### config.mk
export PLATFORM = sky130hd
export DESIGN_NAME = sar_engine
export DESIGN_NICKNAME = d
export VERILOG_FILES = /design/src/rtl/sar_pkg.sv /design/src/rtl/sar_phase_timer.sv /design/src/rtl/sar_sequencer.sv /design/src/rtl/sar_trial_register.sv /design/src/rtl/sar_engine.sv
export SDC_FILE = /design/constraint.sdc
export NUM_CORES = 1
export LEC_CHECK = 0
export BUFFER_PORTS_ARGS = -buffer_cell sky130_fd_sc_hd__buf_2
export CAP_MARGIN = 20
export CORE_ASPECT_RATIO = 1.2
export CORE_MARGIN = 3
export CORE_UTILIZATION = 52
export CTS_BUF_LIST = sky130_fd_sc_hd__clkbuf_8
export CTS_CLUSTER_SIZE = 30
export DETAILED_ROUTE_END_ITERATION = 16
export PLACE_DENSITY = 0.83
export SYNTH_ARGS = -nofsm -noshare
export SYNTH_HDL_FRONTEND = slang
export SYNTH_SLANG_ARGS = --single-unit
### constraint.sdc
create_clock -name clk -period 1.8 [get_ports clk]
set_input_delay 0.09 -clock clk [delete_from_list [all_inputs] [get_ports clk]]
set_output_delay 0.09 -clock clk [all_outputs]
set_load 0.01 [all_outputs]
### src/rtl/sar_pkg.sv
package sar_pkg;

    typedef enum logic [2:0] {
        S_IDLE      = 3'd0,
        S_SAMPLE    = 3'd1,
        S_FIRST_BIT = 3'd2,
        S_NEXT_BITS = 3'd3,
        S_FINISH    = 3'd4
    } conv_state_e;

endpackage

### src/rtl/sar_phase_timer.sv
// Down-counter that measures the length of the current phase.
module sar_phase_timer #(
    parameter int CNT_W = 4
) (
    input  logic             clk,
    input  logic             rst,
    input  logic             load,
    input  logic [CNT_W-1:0] load_val,
    output logic             expired
);

    logic [CNT_W-1:0] remain_q;

    always_ff @(posedge clk) begin
        if (rst) begin
            remain_q <= '0;
        end else if (load) begin
            remain_q <= load_val;
        end else if (remain_q != '0) begin
            remain_q <= remain_q - 1'b1;
        end
    end

    assign expired = (remain_q == '0);

endmodule

### src/rtl/sar_sequencer.sv
// Phase state machine: sample, first trial, later trials, finish.
module sar_sequencer
    import sar_pkg::*;
#(
    parameter int SAMPLE_CYC = 12,
    parameter int FIRST_CYC  = 4,
    parameter int BIT_CYC    = 2,
    parameter int END_CYC    = 2,
    parameter int CNT_W      = 4
) (
    input  logic             clk,
    input  logic             rst,
    input  logic             start,
    input  logic             phase_done,
    input  logic             lsb_trial,
    output logic             timer_load,
    output logic [CNT_W-1:0] timer_val,
    output logic             conv_clear,
    output logic             trial_init,
    output logic             decide,
    output logic             sample_hold,
    output logic             done
);

    localparam logic [CNT_W-1:0] SAMPLE_LOAD = CNT_W'(SAMPLE_CYC - 1);
    localparam logic [CNT_W-1:0] FIRST_LOAD  = CNT_W'(FIRST_CYC - 1);
    localparam logic [CNT_W-1:0] BIT_LOAD    = CNT_W'(BIT_CYC - 1);
    localparam logic [CNT_W-1:0] END_LOAD    = CNT_W'(END_CYC - 1);

    conv_state_e state_q, state_d;

    // state register
    always_ff @(posedge clk) begin
        if (rst) begin
            state_q <= S_IDLE;
        end else begin
            state_q <= state_d;
        end
    end

    // transitions and phase timer reloads
    always_comb begin
        state_d    = state_q;
        timer_load = 1'b0;
        timer_val  = '0;
        unique case (state_q)
            S_IDLE: begin
                if (start) begin
                    state_d    = S_SAMPLE;
                    timer_load = 1'b1;
                    timer_val  = SAMPLE_LOAD;
                end
            end
            S_SAMPLE: begin
                if (phase_done) begin
                    state_d    = S_FIRST_BIT;
                    timer_load = 1'b1;
                    timer_val  = FIRST_LOAD;
                end
            end
            S_FIRST_BIT, S_NEXT_BITS: begin
                if (phase_done) begin
                    timer_load = 1'b1;
                    if (lsb_trial) begin
                        state_d   = S_FINISH;
                        timer_val = END_LOAD;
                    end else begin
                        state_d   = S_NEXT_BITS;
                        timer_val = BIT_LOAD;
                    end
                end
            end
            S_FINISH: begin
                if (phase_done) begin
                    state_d = S_IDLE;
                end
            end
            default: state_d = S_IDLE;
        endcase
    end

    // outputs
    always_comb begin
        conv_clear  = 1'b0;
        trial_init  = 1'b0;
        decide      = 1'b0;
        sample_hold = 1'b0;
        done        = 1'b0;
        unique case (state_q)
            S_IDLE:      conv_clear = start;
            S_SAMPLE: begin
                sample_hold = 1'b1;
                trial_init  = phase_done;
            end
            S_FIRST_BIT: decide = phase_done;
            S_NEXT_BITS: decide = phase_done;
            S_FINISH:    done   = phase_done;
            default: ;
        endcase
    end

endmodule

### src/rtl/sar_trial_register.sv
// Holds the kept bits, the one-hot trial pointer and the finished result.
module sar_trial_register #(
    parameter int WIDTH = 8
) (
    input  logic             clk,
    input  logic             rst,
    input  logic             clear,
    input  logic             init,
    input  logic             decide,
    input  logic             cmp_above,
    output logic [WIDTH-1:0] code,
    output logic             lsb_trial,
    output logic [WIDTH-1:0] result
);

    localparam logic [WIDTH-1:0] MSB_ONE = WIDTH'(1) << (WIDTH - 1);

    logic [WIDTH-1:0] code_q, mask_q, result_q;
    logic [WIDTH-1:0] kept, mask_next, code_next;

    always_comb begin
        kept      = cmp_above ? code_q : (code_q & ~mask_q);
        mask_next = mask_q >> 1;
        code_next = kept | mask_next;
    end

    always_ff @(posedge clk) begin
        if (rst) begin
            code_q   <= '0;
            mask_q   <= '0;
            result_q <= '0;
        end else if (clear) begin
            code_q <= '0;
            mask_q <= '0;
        end else if (init) begin
            code_q <= MSB_ONE;
            mask_q <= MSB_ONE;
        end else if (decide) begin
            code_q <= code_next;
            mask_q <= mask_next;
            if (mask_q[0]) begin
                result_q <= code_next;
            end
        end
    end

    assign code      = code_q;
    assign lsb_trial = mask_q[0];
    assign result    = result_q;

endmodule

### src/rtl/sar_engine.sv
// Successive approximation conversion controller, top level.
module sar_engine #(
    parameter int WIDTH      = 8,
    parameter int SAMPLE_CYC = 12,
    parameter int FIRST_CYC  = 4,
    parameter int BIT_CYC    = 2,
    parameter int END_CYC    = 2
) (
    input  logic             clk,
    input  logic             rst,
    input  logic             start,
    input  logic             cmp_above,
    output logic [WIDTH-1:0] dac_code,
    output logic             sample_hold,
    output logic [WIDTH-1:0] result,
    output logic             done
);

    localparam int MAX_A   = (SAMPLE_CYC > FIRST_CYC) ? SAMPLE_CYC : FIRST_CYC;
    localparam int MAX_B   = (BIT_CYC > END_CYC) ? BIT_CYC : END_CYC;
    localparam int MAX_LEN = (MAX_A > MAX_B) ? MAX_A : MAX_B;
    localparam int CNT_W   = $clog2(MAX_LEN + 1);

    logic             timer_load, phase_done, lsb_trial;
    logic [CNT_W-1:0] timer_val;
    logic             conv_clear, trial_init, decide;

    sar_phase_timer #(.CNT_W(CNT_W)) u_timer (
        .clk      (clk),
        .rst      (rst),
        .load     (timer_load),
        .load_val (timer_val),
        .expired  (phase_done)
    );

    sar_sequencer #(
        .SAMPLE_CYC (SAMPLE_CYC),
        .FIRST_CYC  (FIRST_CYC),
        .BIT_CYC    (BIT_CYC),
        .END_CYC    (END_CYC),
        .CNT_W      (CNT_W)
    ) u_seq (
        .clk         (clk),
        .rst         (rst),
        .start       (start),
        .phase_done  (phase_done),
        .lsb_trial   (lsb_trial),
        .timer_load  (timer_load),
        .timer_val   (timer_val),
        .conv_clear  (conv_clear),
        .trial_init  (trial_init),
        .decide      (decide),
        .sample_hold (sample_hold),
        .done        (done)
    );

    sar_trial_register #(.WIDTH(WIDTH)) u_trial (
        .clk       (clk),
        .rst       (rst),
        .clear     (conv_clear),
        .init      (trial_init),
        .decide    (decide),
        .cmp_above (cmp_above),
        .code      (dac_code),
        .lsb_trial (lsb_trial),
        .result    (result)
    );

endmodule

# Word-level counts from Yosys, hierarchy flattened
# Cells that the tools add are included.
# op_classes
addsub,1
n_eq_ne,8
mux,25
bitwise,5
n_reduce_logical,11
# op_table
operator,count
$mux W8,5
$mux W3,5
$mux W4,3
$pmux W3 S4,1
$pmux W4 S3,1
$and A8 B8 Y8,1
$mux W1,8
$not A8 Y8,1
$or A8 B7 Y8,1
$reduce_and A4 Y1,2
$eq A3 B2 Y1 const B,2
$ne A2 B1 Y1 const B,3
$reduce_or A3 Y1,2
$logic_not A4 Y1,1
$reduce_bool A2 Y1,2
$reduce_bool A4 Y1,1
$reduce_or A2 Y1,2
$sub A4 B1 Y4 const B,1
$eq A3 B1 Y1 const B,1
$eq A3 B3 Y1 const B,1
$logic_not A3 Y1,1
$mux W2,1
$ne A2 B2 Y1 const B,1
$not A1 Y1,2
$pmux W1 S2,1
# totals
register_bits,31
wordCells,57

# Depth between registers and ports, before layout
# depth
word_depth,6
depth_mapped,8
ltp_nobuf,6

# Modules after synthesis
# Synthesis repeated with hierarchy kept, for this count alone.
# unflattened
hier_cells,162
hier_area_um2,1451.4
# modules_own_cells
module,instances,cells_each,area_per_inst_um2
sar_trial_register,1,108,962.2
sar_sequencer,1,30,260.2
sar_phase_timer,1,24,229.0

# Worst setup path before layout
# OpenSTA, ideal clock, no wires.
# synth_path
kind,register -> register
from,register u_timer.remain_q[0]
to,"register u_trial.result_q[6], in the netlist u_trial.result[6]"
setup_ps,79
t_arrival_ps,1826
setup_slack_ps,-105
stages_incl_launch_ff,9
path_buffers,2
synth_period_minus_slack_ps,1905
cell_sequence,dfxtp_1 inv_1 ha_1 or3b_1 buf_2 nor4b_4 buf_6 nor2_1 a211oi_2
# synth_via
elab_chain_len,4
# synth_rtl
element,line,rtl
start: declaration,sar_phase_timer.sv:12,logic [CNT_W-1:0] remain_q;
start signal: assignment,sar_phase_timer.sv:18,remain_q <= load_val;
start signal: assignment,sar_phase_timer.sv:20,remain_q <= remain_q - 1'b1;
$logic_not A4 Y1 (*),sar_phase_timer.sv:24,assign expired = (remain_q == '0);
$mux W1,sar_sequencer.sv:89,unique case (state_q)
$not A1 Y1 (no source line),--,
$reduce_and A4 Y1 (no source line) (*),--,
end signal: assignment,sar_trial_register.sv:42,result_q <= code_next;
end: declaration,sar_trial_register.sv:18,"logic [WIDTH-1:0] code_q, mask_q, result_q;"
# Mark *: on every way between the ends. The rest lies on a longest branch, timed or not.
# A chain may end at the register's enable or synchronous reset.

# Worst setup path after layout
# layout_path
from,register u_timer.remain_q[0]
to,register u_seq.state_q[2]
# layout_via
elab_chain_len,3
# layout_rtl
element,line,rtl
$logic_not A4 Y1 (*),sar_phase_timer.sv:24,
$ne A2 B1 Y1 (no source line),--,
$reduce_and A4 Y1 (no source line) (*),--,
end signal: assignment,sar_sequencer.sv:37,state_q <= state_d;
end: declaration,sar_sequencer.sv:30,"conv_state_e state_q, state_d;"
# Marks and branches as above.

==> reports/metrics.csv <==
stage,metric,value,unit
synthesis,Yosys top cell by area,dfxtp_1,
worst_setup_path,worst reg2reg path endpoint,u_seq.state_q[2],
synthesis,Seq cells post-synth,31,
sta,minimum hold slack,147.1,ps
floorplanning,Ports,22,
worst_setup_path,r2r setup slk,-40,ps
worst_setup_path,highest-delay cell along the critical path,or3b_4,
min_path,worst hold-check path type,in2reg,
synthesis,share of the synthesized area in the top cell type,45.97,%
sta,RSZ-0062 raised after global routing,yes,
final_layout,Synth-to-Final Area Change,33.18,%
cts,clock tree buffer depth,2,
outcome,failing checks,setup timing,
min_path,HP Start,rst,
final_layout,"commonest non-fill, non-tap cells in the layout","dfxtp_1 (29), buf_2 (21), a21oi_1 (20)",
sta,setup violators final,9,
worst_setup_path,Startpoint Class,flip-flop,
cts,Clock transition at path regs,60,ps
global_routing,initial antenna violation count,0,
outcome,outcome,finished with violations,
worst_setup_path,crit path DAT,2070,ps
worst_setup_path,reg2reg start,u_timer.remain_q[0],
place,DP HPWL,2060,um
min_path,Hold Path Sink,u_seq.state_q[2],
final_layout,ANT cells,0,
place,IO buf count,21,
cts,Max H-tree Level,2,
floorplanning,num rows,19,
sta,"Slew Viols, Final",0,
sta,final worst-path cycle share,102.1,%
synthesis,number of synthesized flops with an enable pin,0,
synthesis,Synth cell types,30,
power,PnR Total Power,2.417,mW
sta,Clock Skew,4.489,ps
synthesis,cell area after synthesis,1350,um2
cts,clock root cell,clkbuf_8,
detailed_routing,Final Routed Wirelength,3375,um
global_routing,first-pass GRT wire length,5464,um
floorplanning,Initial Utilization,56.79,%
sta,setup_tns,-205.5,ps
synthesis,yosys warns,0,
worst_setup_path,Reg2Reg Depth,8,
cts,CTS tree,yes,
synthesis,Post-Syn Area per Cell,8.654,um2
global_routing,total global routing overflow,0,
detailed_routing,DRC violations left,0,
worst_setup_path,WP depth,8,
global_routing,number of global-route vias before repair,1203,
power,Power Dens Cells,1344,nW/um2
sta,fmax,0.5440,GHz
synthesis,Mapped Nets,162,
detailed_routing,Vias/cell,5.585,
cts,CTS Buf Count,5,
worst_setup_path,Crit. End Element,flip-flop,
global_routing,largest net degree at the start of global routing,23,
cts,CTS Sinks,31,
sta,endpoints failing hold,0,
worst_setup_path,CP Data Required Time,2030,ps
synthesis,Synth Flop Type,dfxtp_1,
flow_run,max-cap violation count,0,
final_layout,final net count,203,
worst_setup_path,Setup Crit Path Kind,reg2reg,
floorplanning,die area,3246,um2
sta,worst setup margin,-38.22,ps
worst_setup_path,crit path cell chain,inv_2 -> ha_4 -> or3b_4 -> nor4b_4 -> buf_4 -> clkbuf_16 -> a31oi_1 -> nor2_1,
floorplanning,Die H,61.82,um
synthesis,post-synthesis cell count,156,
power,Leakage,0.6823,nW
sta,relative slew slack,66.80,%
global_routing,GRT Overall Usage,23.50,%
detailed_routing,Routed WL per cell,14.74,um
detailed_routing,ANT nets after route,0,
cts,Clock Latency Late Sink,290,ps
worst_setup_path,crit path launch,u_timer.remain_q[0],
synthesis,"Seq/Total Area, Yosys",45.97,%
detailed_routing,initial DRC count,64,
place,gpl congestion,0.7582,
sta,Worst Max-Slew Pin Slew,496.5,ps
power,VDD IR max,0.001138,V
detailed_routing,vias,1279,
sta,Final min period,1838,ps
worst_setup_path,CP max FO,8,
final_layout,"commonest non-fill, non-tap cell in the layout",dfxtp_1,
synthesis,largest cells by area after synthesis,"dfxtp_1 (46%), a211oi_1 (8.3%), a21oi_1 (7.4%)",
floorplanning,Core Region,2377,um2
floorplanning,DIE WIDTH,52.52,um
detailed_routing,router iterations before antenna repair,4,
synthesis,"Async S/R FF share, synth",0,%
worst_setup_path,WP buf/inv,3,
worst_setup_path,Worst path top cell family by delay,simple AND/OR/NAND/NOR gates,
min_path,Worst Hold Path Cells,2,
worst_setup_path,CP peak stage delay,410,ps
final_layout,layout cells sized above 1,34.34,%
## synth_stat cells (all sizes together), types with 2 or more instances
cell type	n
a211oi	16
a21oi	20
a31oi	2
buf	7
clkbuf	2
dfxtp	31
ha	2
inv	3
nand2	18
nand2b	10
nor2	18
nor2b	2
nor3	2
nor3b	3
nor4b	2
o21ai	5
or2	2
or3	2
xnor2	2
## what timing repair did
action,in CTS,in global routing
hold buffers,0,0
gates cloned,1,0
buffers inserted,3,5
gates resized for setup,1,6
endpoints found under the setup margin,7,14
pin swaps,1,5
## per-layer routing
metal  part of all wire, %  routed length, um  GRT usage [%]
met3                   6.5                221          7.399
met2                    48               1615          40.43
met5                     0                  0              0
met4                   2.6                 88          11.68
met1                    43               1449          26.21
## stage by stage
step	cells	area [um2]	utilization (%)	setup WS (ps)
6_report	229	1798	75.63	-38.22
5_1_grt	229	1798	75.63	-98.51
4_1_cts	224	1750	73.63	5.795
3_5_place_dp	212	1589	66.84	-94.71
3_3_place_gp	212	1589	66.84	20.08
2_1_floorplan	156	1378	-	-14.25
## cell type report
class,instances,area (um2)
Timing Repair Buffer,43,312.8
Sequential cell,31,623.1
Clock inverter,1,7.507
Fill cell,159,579.3
Inverter,3,11.26
Tap cell,31,38.79
Clock buffer,7,96.34
Multi-Input combinational cell,113,708.2
## power by group
part | switching (mW) | internal (mW) | total (mW) | leakage (nW)
sequential | 0.0897 | 0.773 | 0.862 | 0.252
clock | 0.268 | 0.347 | 0.616 | 0.0505
combinational | 0.439 | 0.501 | 0.939 | 0.380
total | 0.797 | 1.62 | 2.42 | 0.682
## worst reg2reg max path: cells and delay by family, from the launching register on
| kind | cells | cell delay, ps |
|---|---|---|
| AOI/OAI and AO/OA | 1 | 40 |
| adders and majority gates | 1 | 140 |
| buffers and inverters | 3 | 390 |
| DFF | 1 | 320 |
| and+or+nand+nor | 3 | 890 |
## worst max-delay path by stage
stage                             end  slack [ps]
finish               u_seq.state_q[2]         -40
global route         u_seq.state_q[2]        -100
CTS                  u_seq.state_q[2]           6
detailed placement  u_trial.result[3]         -90
global placement    u_trial.result[0]          20
floorplan           u_trial.result[7]         -10
## kinds of logic (layout without fill, tap and decap cells)
kind of cell,count (synthesis),in the layout,synth area share [%]
AND/OR/NAND/NOR,64,64,25.76
AO/OA/AOI/OAI,45,45,20.67
flip-flops,31,31,45.97
buffers and inverters,12,54,4.449
adder cells (fa/ha/maj),2,2,1.853
XOR/XNOR,2,2,1.298
## registers in the layout, indices dropped and copies added (netlist names)
name              flops
u_timer.remain_q      4
u_trial.mask_q        8
u_seq.state_q         3
u_trial.code          8
u_trial.result        8
Power figures use the tool's default switching activity.
